==> config.mk <==
export PLATFORM = sky130hd
export DESIGN_NAME = refresh_scheduler
export DESIGN_NICKNAME = d
export VERILOG_FILES = /design/src/rtl/refsch_pkg.sv /design/src/rtl/refsch_interval.sv /design/src/rtl/refsch_debt.sv /design/src/rtl/refsch_selfref.sv /design/src/rtl/refresh_scheduler.sv
export SDC_FILE = /design/constraint.sdc
export NUM_CORES = 1
export LEC_CHECK = 0
export BUFFER_PORTS_ARGS = -buffer_cell sky130_fd_sc_hd__buf_2
export CAP_MARGIN = 5
export CORE_ASPECT_RATIO = 0.6
export CORE_MARGIN = 8
export CORE_UTILIZATION = 25
export CTS_BUF_LIST = sky130_fd_sc_hd__clkbuf_8
export DETAILED_ROUTE_END_ITERATION = 8
export PLACE_DENSITY_LB_ADDON = 0.08
export REMOVE_ABC_BUFFERS = 1
export SYNTH_ARGS = -nofsm -noshare
export SYNTH_HDL_FRONTEND = slang
export SYNTH_SLANG_ARGS = --single-unit
==> constraint.sdc <==
create_clock -name clk -period 4 [get_ports clk]
set_input_delay 0.2 -clock clk [delete_from_list [all_inputs] [get_ports clk]]
set_output_delay 0.2 -clock clk [all_outputs]
set_load 0.05 [all_outputs]
==> src/rtl/refsch_pkg.sv <==
package refsch_pkg;

    typedef enum logic [1:0] {
        SR_RUN  = 2'd0,
        SR_SELF = 2'd1,
        SR_EXIT = 2'd2
    } sr_mode_e;

endpackage

==> src/rtl/refsch_interval.sv <==
module refsch_interval #(
    parameter int INTERVAL = 1560
) (
    input  logic clk,
    input  logic rst_n,
    input  logic freeze,
    output logic tick
);
    localparam int TW = $clog2(INTERVAL + 1);

    typedef struct packed {
        logic [TW-1:0] cnt;
    } ivl_st_t;

    ivl_st_t s_d, s_q;

    always_comb begin
        s_d  = s_q;
        tick = 1'b0;
        if (!freeze) begin
            if (s_q.cnt == TW'(INTERVAL - 1)) begin
                tick      = 1'b1;
                s_d.cnt   = '0;
            end else begin
                s_d.cnt   = s_q.cnt + 1'b1;
            end
        end
    end

    always_ff @(posedge clk) begin
        if (!rst_n) s_q <= '0;
        else        s_q <= s_d;
    end

endmodule

==> src/rtl/refsch_debt.sv <==
module refsch_debt #(
    parameter int MAX_DEBT  = 8,
    parameter int URGENT_AT = 7,
    parameter int MAX_GAP   = 14060
) (
    input  logic clk,
    input  logic rst_n,
    input  logic tick,
    input  logic take,
    input  logic clear,
    output logic pending,
    output logic urgent
);
    localparam int DW = $clog2(MAX_DEBT + 1);
    localparam int GW = $clog2(MAX_GAP + 2);

    typedef struct packed {
        logic [DW-1:0] debt;
        logic [GW-1:0] gap;
    } debt_st_t;

    debt_st_t s_d, s_q;
    logic     retire;

    always_comb begin
        s_d    = s_q;
        retire = take && (s_q.debt != '0);
        if (clear) begin
            s_d.debt = '0;
            s_d.gap  = '0;
        end else begin
            if (tick && !retire) begin
                if (s_q.debt != DW'(MAX_DEBT)) s_d.debt = s_q.debt + 1'b1;
            end else if (!tick && retire) begin
                s_d.debt = s_q.debt - 1'b1;
            end
            if (retire)                          s_d.gap = '0;
            else if (s_q.gap != GW'(MAX_GAP + 1)) s_d.gap = s_q.gap + 1'b1;
        end
    end

    assign pending = (s_q.debt != '0);
    assign urgent  = (s_q.debt >= DW'(URGENT_AT));

    always_ff @(posedge clk) begin
        if (!rst_n) s_q <= '0;
        else        s_q <= s_d;
    end

    // a new obligation must never arrive with the ceiling already reached
    assert_debt_ceiling_R3: assert property (@(posedge clk) disable iff (!rst_n)
        (tick && !retire && !clear) |-> (s_q.debt < DW'(MAX_DEBT)))
        else $error("owed refresh count would pass its ceiling");

    // time since the last accepted refresh stays within the hard limit
    assert_gap_bound_R7: assert property (@(posedge clk) disable iff (!rst_n)
        s_q.gap <= GW'(MAX_GAP))
        else $error("refresh gap limit exceeded");

endmodule

==> src/rtl/refsch_selfref.sv <==
module refsch_selfref
    import refsch_pkg::*;
#(
    parameter int XS_NONREAD = 15,
    parameter int XS_READ    = 200
) (
    input  logic     clk,
    input  logic     rst_n,
    input  logic     enter_ok,
    input  logic     exit_req,
    output sr_mode_e mode,
    output logic     nonread_ok,
    output logic     read_ok
);
    localparam int XW = $clog2(XS_READ + 1);

    typedef struct packed {
        sr_mode_e      mode;
        logic [XW-1:0] xcnt;
    } sr_st_t;

    sr_st_t s_d, s_q;

    always_comb begin
        s_d = s_q;
        unique case (s_q.mode)
            SR_RUN: begin
                if (enter_ok) s_d.mode = SR_SELF;
            end
            SR_SELF: begin
                if (exit_req) begin
                    s_d.mode = SR_EXIT;
                    s_d.xcnt = '0;
                end
            end
            SR_EXIT: begin
                if (s_q.xcnt >= XW'(XS_READ)) begin
                    s_d.mode = SR_RUN;
                    s_d.xcnt = '0;
                end else begin
                    s_d.xcnt = s_q.xcnt + 1'b1;
                end
            end
            default: s_d.mode = SR_RUN;
        endcase
    end

    assign mode       = s_q.mode;
    assign nonread_ok = (s_q.mode == SR_RUN) ||
                        ((s_q.mode == SR_EXIT) && (s_q.xcnt >= XW'(XS_NONREAD)));
    assign read_ok    = (s_q.mode == SR_RUN) ||
                        ((s_q.mode == SR_EXIT) && (s_q.xcnt >= XW'(XS_READ)));

    always_ff @(posedge clk) begin
        if (!rst_n) begin
            s_q.mode <= SR_RUN;
            s_q.xcnt <= '0;
        end else begin
            s_q <= s_d;
        end
    end

    // reads never open before other commands do
    assert_read_after_cmd_R9: assert property (@(posedge clk) disable iff (!rst_n)
        read_ok |-> nonread_ok)
        else $error("read allowed before non-read commands");

endmodule

==> src/rtl/refresh_scheduler.sv <==
module refresh_scheduler
    import refsch_pkg::*;
#(
    parameter int INTERVAL   = 1560,
    parameter int MAX_DEBT   = 8,
    parameter int URGENT_AT  = 7,
    parameter int MAX_GAP    = 14060,
    parameter int TRFC       = 15,
    parameter int XS_NONREAD = 15,
    parameter int XS_READ    = 200
) (
    input  logic clk,
    input  logic rst_n,
    input  logic ref_gnt,
    input  logic cke,
    input  logic sr_enter,
    input  logic sr_exit,
    output logic ref_req,
    output logic ref_urgent,
    output logic ref_busy,
    output logic cmd_ready,
    output logic read_ready
);
    localparam int BW = $clog2(TRFC + 1);

    typedef struct packed {
        logic [BW-1:0] bcnt;
    } busy_st_t;

    busy_st_t s_d, s_q;
    sr_mode_e mode;
    logic     tick, pending, urgent, nonread_ok, read_ok;
    logic     take, enter_ok, in_self;

    assign in_self  = (mode == SR_SELF);
    assign ref_busy = (s_q.bcnt != '0);
    assign ref_req  = pending && !ref_busy && (mode == SR_RUN);
    assign take     = ref_gnt && ref_req;
    assign enter_ok = sr_enter && !ref_busy;

    refsch_interval #(.INTERVAL(INTERVAL)) u_interval (
        .clk    (clk),
        .rst_n  (rst_n),
        .freeze (in_self),
        .tick   (tick)
    );

    refsch_debt #(
        .MAX_DEBT  (MAX_DEBT),
        .URGENT_AT (URGENT_AT),
        .MAX_GAP   (MAX_GAP)
    ) u_debt (
        .clk     (clk),
        .rst_n   (rst_n),
        .tick    (tick),
        .take    (take),
        .clear   (in_self),
        .pending (pending),
        .urgent  (urgent)
    );

    refsch_selfref #(
        .XS_NONREAD (XS_NONREAD),
        .XS_READ    (XS_READ)
    ) u_selfref (
        .clk        (clk),
        .rst_n      (rst_n),
        .enter_ok   (enter_ok),
        .exit_req   (sr_exit),
        .mode       (mode),
        .nonread_ok (nonread_ok),
        .read_ok    (read_ok)
    );

    always_comb begin
        s_d = s_q;
        if (take)               s_d.bcnt = BW'(TRFC);
        else if (s_q.bcnt != '0) s_d.bcnt = s_q.bcnt - 1'b1;
    end

    assign ref_urgent = ref_req && urgent;
    assign cmd_ready  = nonread_ok && !ref_busy;
    assign read_ready = read_ok && !ref_busy;

    always_ff @(posedge clk) begin
        if (!rst_n) s_q <= '0;
        else        s_q <= s_d;
    end

    // clock enable stays high for the whole refresh cycle
    assert_cke_hold_R5: assert property (@(posedge clk) disable iff (!rst_n)
        ref_busy |-> cke)
        else $error("clock enable dropped during refresh cycle");

    // an accepted grant opens the busy window and closes command issue
    assert_busy_follows_grant_R5: assert property (@(posedge clk) disable iff (!rst_n)
        (ref_gnt && ref_req) |=> (ref_busy && !cmd_ready && !read_ready))
        else $error("grant not followed by busy window");

    // nothing is offered to the controller while in self-refresh
    assert_sr_quiet_R8: assert property (@(posedge clk) disable iff (!rst_n)
        (mode == SR_SELF) |-> (!ref_req && !cmd_ready && !read_ready))
        else $error("activity offered during self-refresh");

endmodule

# Word-level counts from Yosys, hierarchy flattened
# Index checks and enable logic that the tools add are counted.
[word_totals]
ff_bits = 29
inputBits = 6
output_inout_bits = 5
elab_cells = 63
[classes]
n_addsub = 5
n_lt_le_gt_ge = 3
n_eq_ne = 8
mux = 14
n_bitwise = 1
reduce_logical = 27
[op_table]
columns = ["operator", "count"]
rows = [
  ["2-to-1 mux 4 bit", 5],
  ["case mux 8 bit (2 select lines)", 1],
  ["logical AND 1 bit", 12],
  ["adder 11 x 1 -> 11 bit (second input constant)", 1],
  ["== test 11 bit (second input constant)", 1],
  ["2-to-1 mux 11 bit", 1],
  ["2-to-1 mux 10 bit", 1],
  ["adder 8 x 1 -> 8 bit (second input constant)", 1],
  [">= comparator 8 x 4 -> 1 bit (second input constant)", 1],
  [">= comparator 8 bit (second input constant)", 1],
  ["2-to-1 mux 8 bit", 1],
  ["!= test 2 bit (second input constant)", 4],
  ["nonzero test 4 bit", 2],
  ["subtractor 4 x 1 -> 4 bit (second input constant)", 2],
  ["case mux 2 bit (3 select lines)", 1],
  ["nonzero test 2 bit", 3],
  ["adder 4 x 1 -> 4 bit (second input constant)", 1],
  [">= comparator 4 x 3 -> 1 bit (second input constant)", 1],
  ["2-to-1 mux 2 bit", 2],
  ["!= test 4 bit (second input constant)", 1],
  ["AND reduction 2 bit", 2],
  ["logical NOT 1 bit", 3],
  ["AND reduction 3 bit", 1],
  ["== test 2 x 1 -> 1 bit (second input constant)", 1],
  ["6 further kinds", 8],
]

# Depth between registers and ports, before layout
[depth]
ltp_word = 10
ltp_mapped = 12
depth_no_buf = 12

# By module
# A second synthesis with hierarchy kept.
[unflattened]
cells_unflattened = 190
area_unflattened_um2 = 1742.9
[modules_own_cells]
columns = ["mod", "n_inst", "cells_per_inst", "area_per_inst_um2", "seq_area_each_um2"]
rows = [
  ["refsch_selfref", 1, 70, 619.3, 200.2],
  ["refsch_interval", 1, 55, 520.5, 220.2],
  ["refsch_debt", 1, 35, 329.1, 80.1],
  ["refresh_scheduler", 1, 30, 274.0, 80.1],
]

# Worst setup path after synthesis
# OpenSTA, ideal clock, no wires.
[synth_path]
kind = "register -> output"
from = "register s_q[0] (netlist name)"
to = "output port ref_req"
arrival_ps = 2935
path_slack_ps = 865
path_stages_with_launch = 6
cell_sequence = "dfxtp_1 > inv_1 > ha_1 > or3b_1 > clkbuf_1 > nor4_1"
[synth_via]
elab_chain_cells = 4
[synth_lines]
columns = ["item", "line_no", "source"]
rows = [
  ["start: declaration", "refresh_scheduler.sv:30", "busy_st_t s_d, s_q;"],
  ["start signal: assignment", "refresh_scheduler.sv:86", "if (!rst_n) s_q <= '0;"],
  ["start signal: assignment", "refresh_scheduler.sv:87", "else s_q <= s_d;"],
  ["nonzero test 4 bit", "refresh_scheduler.sv:36", "assign ref_busy = (s_q.bcnt != '0);"],
  ["named net ref_busy", "refresh_scheduler.sv:20", "output logic ref_busy,"],
  ["logical NOT 1 bit", "refresh_scheduler.sv:37", "assign ref_req = pending && !ref_busy && (mode == SR_RUN);"],
  ["logical AND 1 bit (2 in a row)", "refresh_scheduler.sv:37", ""],
  ["end: declaration", "refresh_scheduler.sv:18", "output logic ref_req,"],
]
# The timed path passes the listed nets, and every way through them passes these cells.

# Worst setup path after layout
[layout_path]
from = "register s_q[0] (netlist name)"
to = "register u_debt.s_q[17] (netlist name)"
[layout_via]
elab_chain_cells = 10
word_cells_on_any_way = 13
classes_between = "eq/ne: 1; mux: 1; reduce/logical: 11"
[layout_lines]
columns = ["item", "line_no", "source"]
rows = [
  ["nonzero test 4 bit *", "refresh_scheduler.sv:36", ""],
  ["logical NOT 1 bit *", "refresh_scheduler.sv:37", ""],
  ["logical AND 1 bit * (2 in a row)", "refresh_scheduler.sv:37", ""],
  ["logical AND 1 bit *", "refresh_scheduler.sv:38", "assign take = ref_gnt && ref_req;"],
  ["logical AND 1 bit *", "refsch_debt.sv:27", "retire = take && (s_q.debt != '0);"],
  ["logical NOT 1 bit", "refsch_debt.sv:32", "if (tick && !retire) begin"],
  ["logical AND 1 bit", "refsch_debt.sv:32", ""],
  ["!= test 2 bit (no line) or nonzero test 2 bit (tied branches)", "--", ""],
  ["AND reduction 2 bit (no line)", "--", ""],
  ["end: declaration", "refsch_debt.sv:22", "debt_st_t s_d, s_q;"],
]
# Every way passes the cells marked *; elsewhere a longest branch is shown, timed or not.
# A chain may end at the register's enable or synchronous reset.

==> impl.org <==
** Run status
- Outcome :: completed

** Place
- Routability-driven placement finished with a final weighted congestion of approximately 0.8.
- Prior to clock tree synthesis, the placed netlist has a worst setup slack of 638 ps.
- Total of buffers placed on input and output ports :: 9
- Detailed placement finished with a half-perimeter wire length of 2990 µm.

** Route
- In this run, the number of DRC markers left after iteration 0 of detailed routing was 113.
- Vias per Instance :: 4.83
- In the routed design, unresolved DRC markers number 0.
- Total vias in the final route :: 1415
- Dividing the detail-routed wire length by the instance count gives 13.8 µm.
- Post-DRT Antenna Nets :: 0
- After detailed routing, the total wire length is 4040 µm.
- The first detailed-routing pass ran for 4 iterations.

** STA
- Hold timing on the final database bottoms out at a slack of 295 ps.
- Derived from the worst setup path, the maximum achievable clock frequency is 0.303 GHz.
- Subtracting the final worst setup slack from the clock period gives 3300 ps.
- Worst clock skew :: between 4 and 5 ps
- Final worst path period share :: 0.825
- Number of failing hold endpoints at the final stage :: 0
- Setup violations remaining at the end of the flow were counted as 0.
- Pins Over Slew Limit :: 0
- Unrepaired setup endpoints after global routing :: no
- Setup slack closes at 699 ps.
- For the final routed database, the setup TNS stands at 0 ps.
- Worst max-slew margin expressed relative to the limit :: 0.522
- At the pin with the least slew margin, the transition time is 712 ps.

** Finish
- N_diodes :: 0
- Number of nets in the final layout :: approximately 220
- Area grow syn2layout :: 13.2%
- Fraction of layout cells with a size suffix above 1 :: 0.126
- Final-layout fill cell count :: 719

** Logic synthesis
- Cell with the most instances after synthesis :: sky130_fd_sc_hd__dfxtp_1
- In this run the cell area of the synthesized design comes to 0.00167 mm².
- The share of synthesized area in the top cell type comes to 0.347.
- The cell count after synthesis came out at just under 200.
- Warnings, synthesis :: 0
- The synthesized design spends more area on one cell type than any other, namely sky130_fd_sc_hd__dfxtp_1.
- Of the total synthesized cell area, the portion taken by full adders, half adders and majority gates is 0.0644.
- Proportion of synthesized chip area in sequential cells :: 0.347
- Counting flops with an async set or reset pin after synthesis yields a share of 0.
- In this run, distinct cell masters in the synthesized netlist total 45.
- Simple logic cell fraction of the synthesized area :: 0.303
- After synthesis, the largest family of logic cells by area is simple AND/OR/NAND/NOR gates.
- Xor/xnor share of the synthesized area :: 0.0996
- Total of flip-flops plus latches after synthesis :: 29
- Among all flip-flop cells after synthesis, the most frequent one is sky130_fd_sc_hd__dfxtp_1.
- Most area-consuming cells after synthesis :: sky130_fd_sc_hd__dfxtp_1 (35%), sky130_fd_sc_hd__ha_1 (5.2%), sky130_fd_sc_hd__xnor2_1 (5.2%)
- Counting flops with a built-in enable in the synthesized netlist gives 0.
- Post-synth top cells :: sky130_fd_sc_hd__dfxtp_1 (29), sky130_fd_sc_hd__nor2_1 (23), sky130_fd_sc_hd__nand2_1 (14)
- The portion of synthesized area spent on multiplexers is 0.0120.
- Fraction of the mapped netlist area in compound gates :: 0.133
- Avg Synthesized Cell Area :: 8.49 µm²

** Floorplanning
- I/O pins :: 11
- The floorplan step defined a core boundary enclosing 0.00656 mm².
- X dimension of the die :: roughly 120 µm
- In this run the core area contains 23 standard-cell rows.
- The floorplan step defined a die boundary enclosing 0.00964 mm².
- Overall die height :: 79.3 µm
- Effective utilization at floorplan :: 0.255

** Worst hold path
- Hold/Removal Path Class :: in -> reg

** Clock network
- Clock slew at the register clock pins of the worst setup and hold paths :: about 60 ps
- Counting the buffers created by CTS gives 5.
- Number of gates resized after cts :: 0
- CTS built an H-tree with a depth of 2.
- The clock passes through at most 2 buffers.
- Later-pin clock latency in the skew report :: 280 ps
- TritonCTS built the clock tree.
- Master cell of the clock root buffer :: sky130_fd_sc_hd__clkbuf_8
- Clock tree synthesis found a total of 29 sinks.
- Setup bufs post-CTS :: 0
- In this run, post-CTS hold repair placed 0 buffers.

** Pwr
- Combinational share of power :: 0.437
- Internal Dissipation :: 0.670 mW
- Clock share of power :: 0.227
- In this run the power spent charging and discharging nets is around 0.51 mW.
- Across the VDD grid, the largest voltage drop is 0.190 mV.
- The share of total power dissipated in sequential elements is 0.337.
- Of the total power, the share spent switching nets is 0.433.
- Lkg Pwr :: approximately 0.71 nW
- Dividing total power by cell area gives a power density of 625 mW/mm².
- Tot Pwr :: 1.18 mW

** Critical path
- Kind of launch point of the worst setup path :: register
- The worst setup path is captured at a register.
- The critical path starts at s_q[0].
- In this run the worst setup path terminates at u_debt.s_q[17].
- The worst setup path is of the reg -> reg kind.
- The number of cells on the worst reg-to-reg path is 12.
- In this run the critical register-to-register path is captured at u_debt.s_q[17].
- Reg2reg start :: s_q[0]
- Setup slack on the worst reg-to-reg path comes out at around 700 ps.
- Crit path max fanout :: 6
- Required time of the critical path :: 4170 ps
- Crit path DAT :: 3470 ps

** Global routing
- GRT Overall Usage :: 0.0913
- Aggregate global routing overflow :: 0
- Number of global-route vias before repair :: 1379
- Global-route wire length before repair :: just under 7000 µm
- Number of antenna violations at the first check in global routing :: 0
- Pin count of the biggest net entering global routing :: 19

** Flow run
- Number of violations of the max-capacitance limit :: 0
## sequential cells by signal (all words and copies together) (netlist names)
register	cells
u_selfref.s_q	8
u_debt.s_q	4
s_q	4
u_selfref.mode	2
u_interval.s_q	11
## power groups by stage
stage	Combinational [mW]	Clock, mW	Sequential, mW
floorplan	0.394	0	0.388
global placement	0.499	0	0.402
detailed placement	0.520	0	0.405
CTS	0.521	0.280	0.399
global route	0.578	0.292	0.408
finish	0.516	0.268	0.398
## worst min-delay path by stage
stage,slack [ps],depth (start not counted),end,from
floorplan,320,1,u_interval.s_q[2],rst_n
global placement,460,2,u_interval.s_q[1],u_interval.s_q[1]
detailed placement,480,2,u_interval.s_q[1],u_interval.s_q[1]
CTS,290,4,u_selfref.mode[0],sr_exit
global route,320,4,u_selfref.mode[0],sr_exit
finish,290,4,u_selfref.mode[0],sr_exit
## cells in the final DEF (no fill, tap or decap), types with 2 or more instances in the layout
| master | instances |
|---|---|
| sky130_fd_sc_hd__a21o_1 | 2 |
| sky130_fd_sc_hd__mux2i_1 | 2 |
| sky130_fd_sc_hd__a31oi_1 | 3 |
| sky130_fd_sc_hd__o211ai_1 | 2 |
| sky130_fd_sc_hd__xnor2_1 | 10 |
| sky130_fd_sc_hd__nor3_1 | 7 |
| sky130_fd_sc_hd__nand3_1 | 9 |
| sky130_fd_sc_hd__dfxtp_1 | 29 |
| sky130_fd_sc_hd__and2_1 | 4 |
| sky130_fd_sc_hd__or3_1 | 2 |
| sky130_fd_sc_hd__nand2b_1 | 3 |
| sky130_fd_sc_hd__buf_2 | 9 |
| sky130_fd_sc_hd__inv_1 | 7 |
| sky130_fd_sc_hd__a211oi_1 | 3 |
| sky130_fd_sc_hd__ha_1 | 7 |
| sky130_fd_sc_hd__nor4_1 | 3 |
| sky130_fd_sc_hd__xor2_1 | 9 |
| sky130_fd_sc_hd__clkbuf_8 | 7 |
| sky130_fd_sc_hd__o21ai_1 | 2 |
| sky130_fd_sc_hd__nor2_1 | 23 |
| sky130_fd_sc_hd__nor3b_1 | 5 |
| sky130_fd_sc_hd__o21ai_0 | 4 |
| sky130_fd_sc_hd__nand2_1 | 14 |
| sky130_fd_sc_hd__a21oi_1 | 7 |
| sky130_fd_sc_hd__and3_1 | 3 |
| sky130_fd_sc_hd__nand4_1 | 7 |
| sky130_fd_sc_hd__a21boi_0 | 4 |
## worst max-delay path, stage by stage, from the launching register on
cell and delay, ps:
sky130_fd_sc_hd__dfxtp_1 330, sky130_fd_sc_hd__inv_1 100, sky130_fd_sc_hd__ha_1 180, sky130_fd_sc_hd__or3b_1 430, sky130_fd_sc_hd__nor4b_2 520, sky130_fd_sc_hd__o21ai_1 320
sky130_fd_sc_hd__nand2_1 220, sky130_fd_sc_hd__ha_1 170, sky130_fd_sc_hd__a21o_1 80, sky130_fd_sc_hd__a21oi_1 100, sky130_fd_sc_hd__or3b_2 480, sky130_fd_sc_hd__a31oi_1 190
sky130_fd_sc_hd__a21oi_1 80
## per-stage QoR
stage	utilization	instances	cell area [µm²]
5_1_grt	0.289	293	1890
4_1_cts	0.289	293	1890
3_5_place_dp	0.273	285	1790
6_report	0.289	293	1890
3_3_place_gp	0.273	285	1790
2_1_floorplan	-	188	1630
## cell type report
class | instances | area [µm²] | share of cell area
Inverter | 7 | 26.3 | 0.0139
Timing Repair Buffer | 10 | 52.6 | 0.0278
Multi-Input combinational cell | 152 | 1020 | 0.541
Sequential cell | 29 | 581 | 0.307
Clock inverter | 1 | 5.00 | 0.00264
Tap cell | 87 | 109 | 0.0575
Clock buffer | 7 | 96.3 | 0.0509
## metal layers
| layer | global-route usage | wire, µm |
|---|---|---|
| met3 | 0.0283 | 195 |
| met5 | 0 | 0 |
| met4 | 0.0416 | 63 |
| met1 | 0.124 | 2130 |
| met2 | 0.128 | 1650 |
## cells by family (layout without fill, tap and decap cells)
family,after synthesis,after routing
XOR/XNOR,19,19
multiplexers,2,2
AO/OA/AOI/OAI,33,33
flip-flops,29,29
adder cells (fa/ha/maj),8,8
buffers and inverters,16,25
AND/OR/NAND/NOR,90,90
Power figures use the tool's default switching activity.
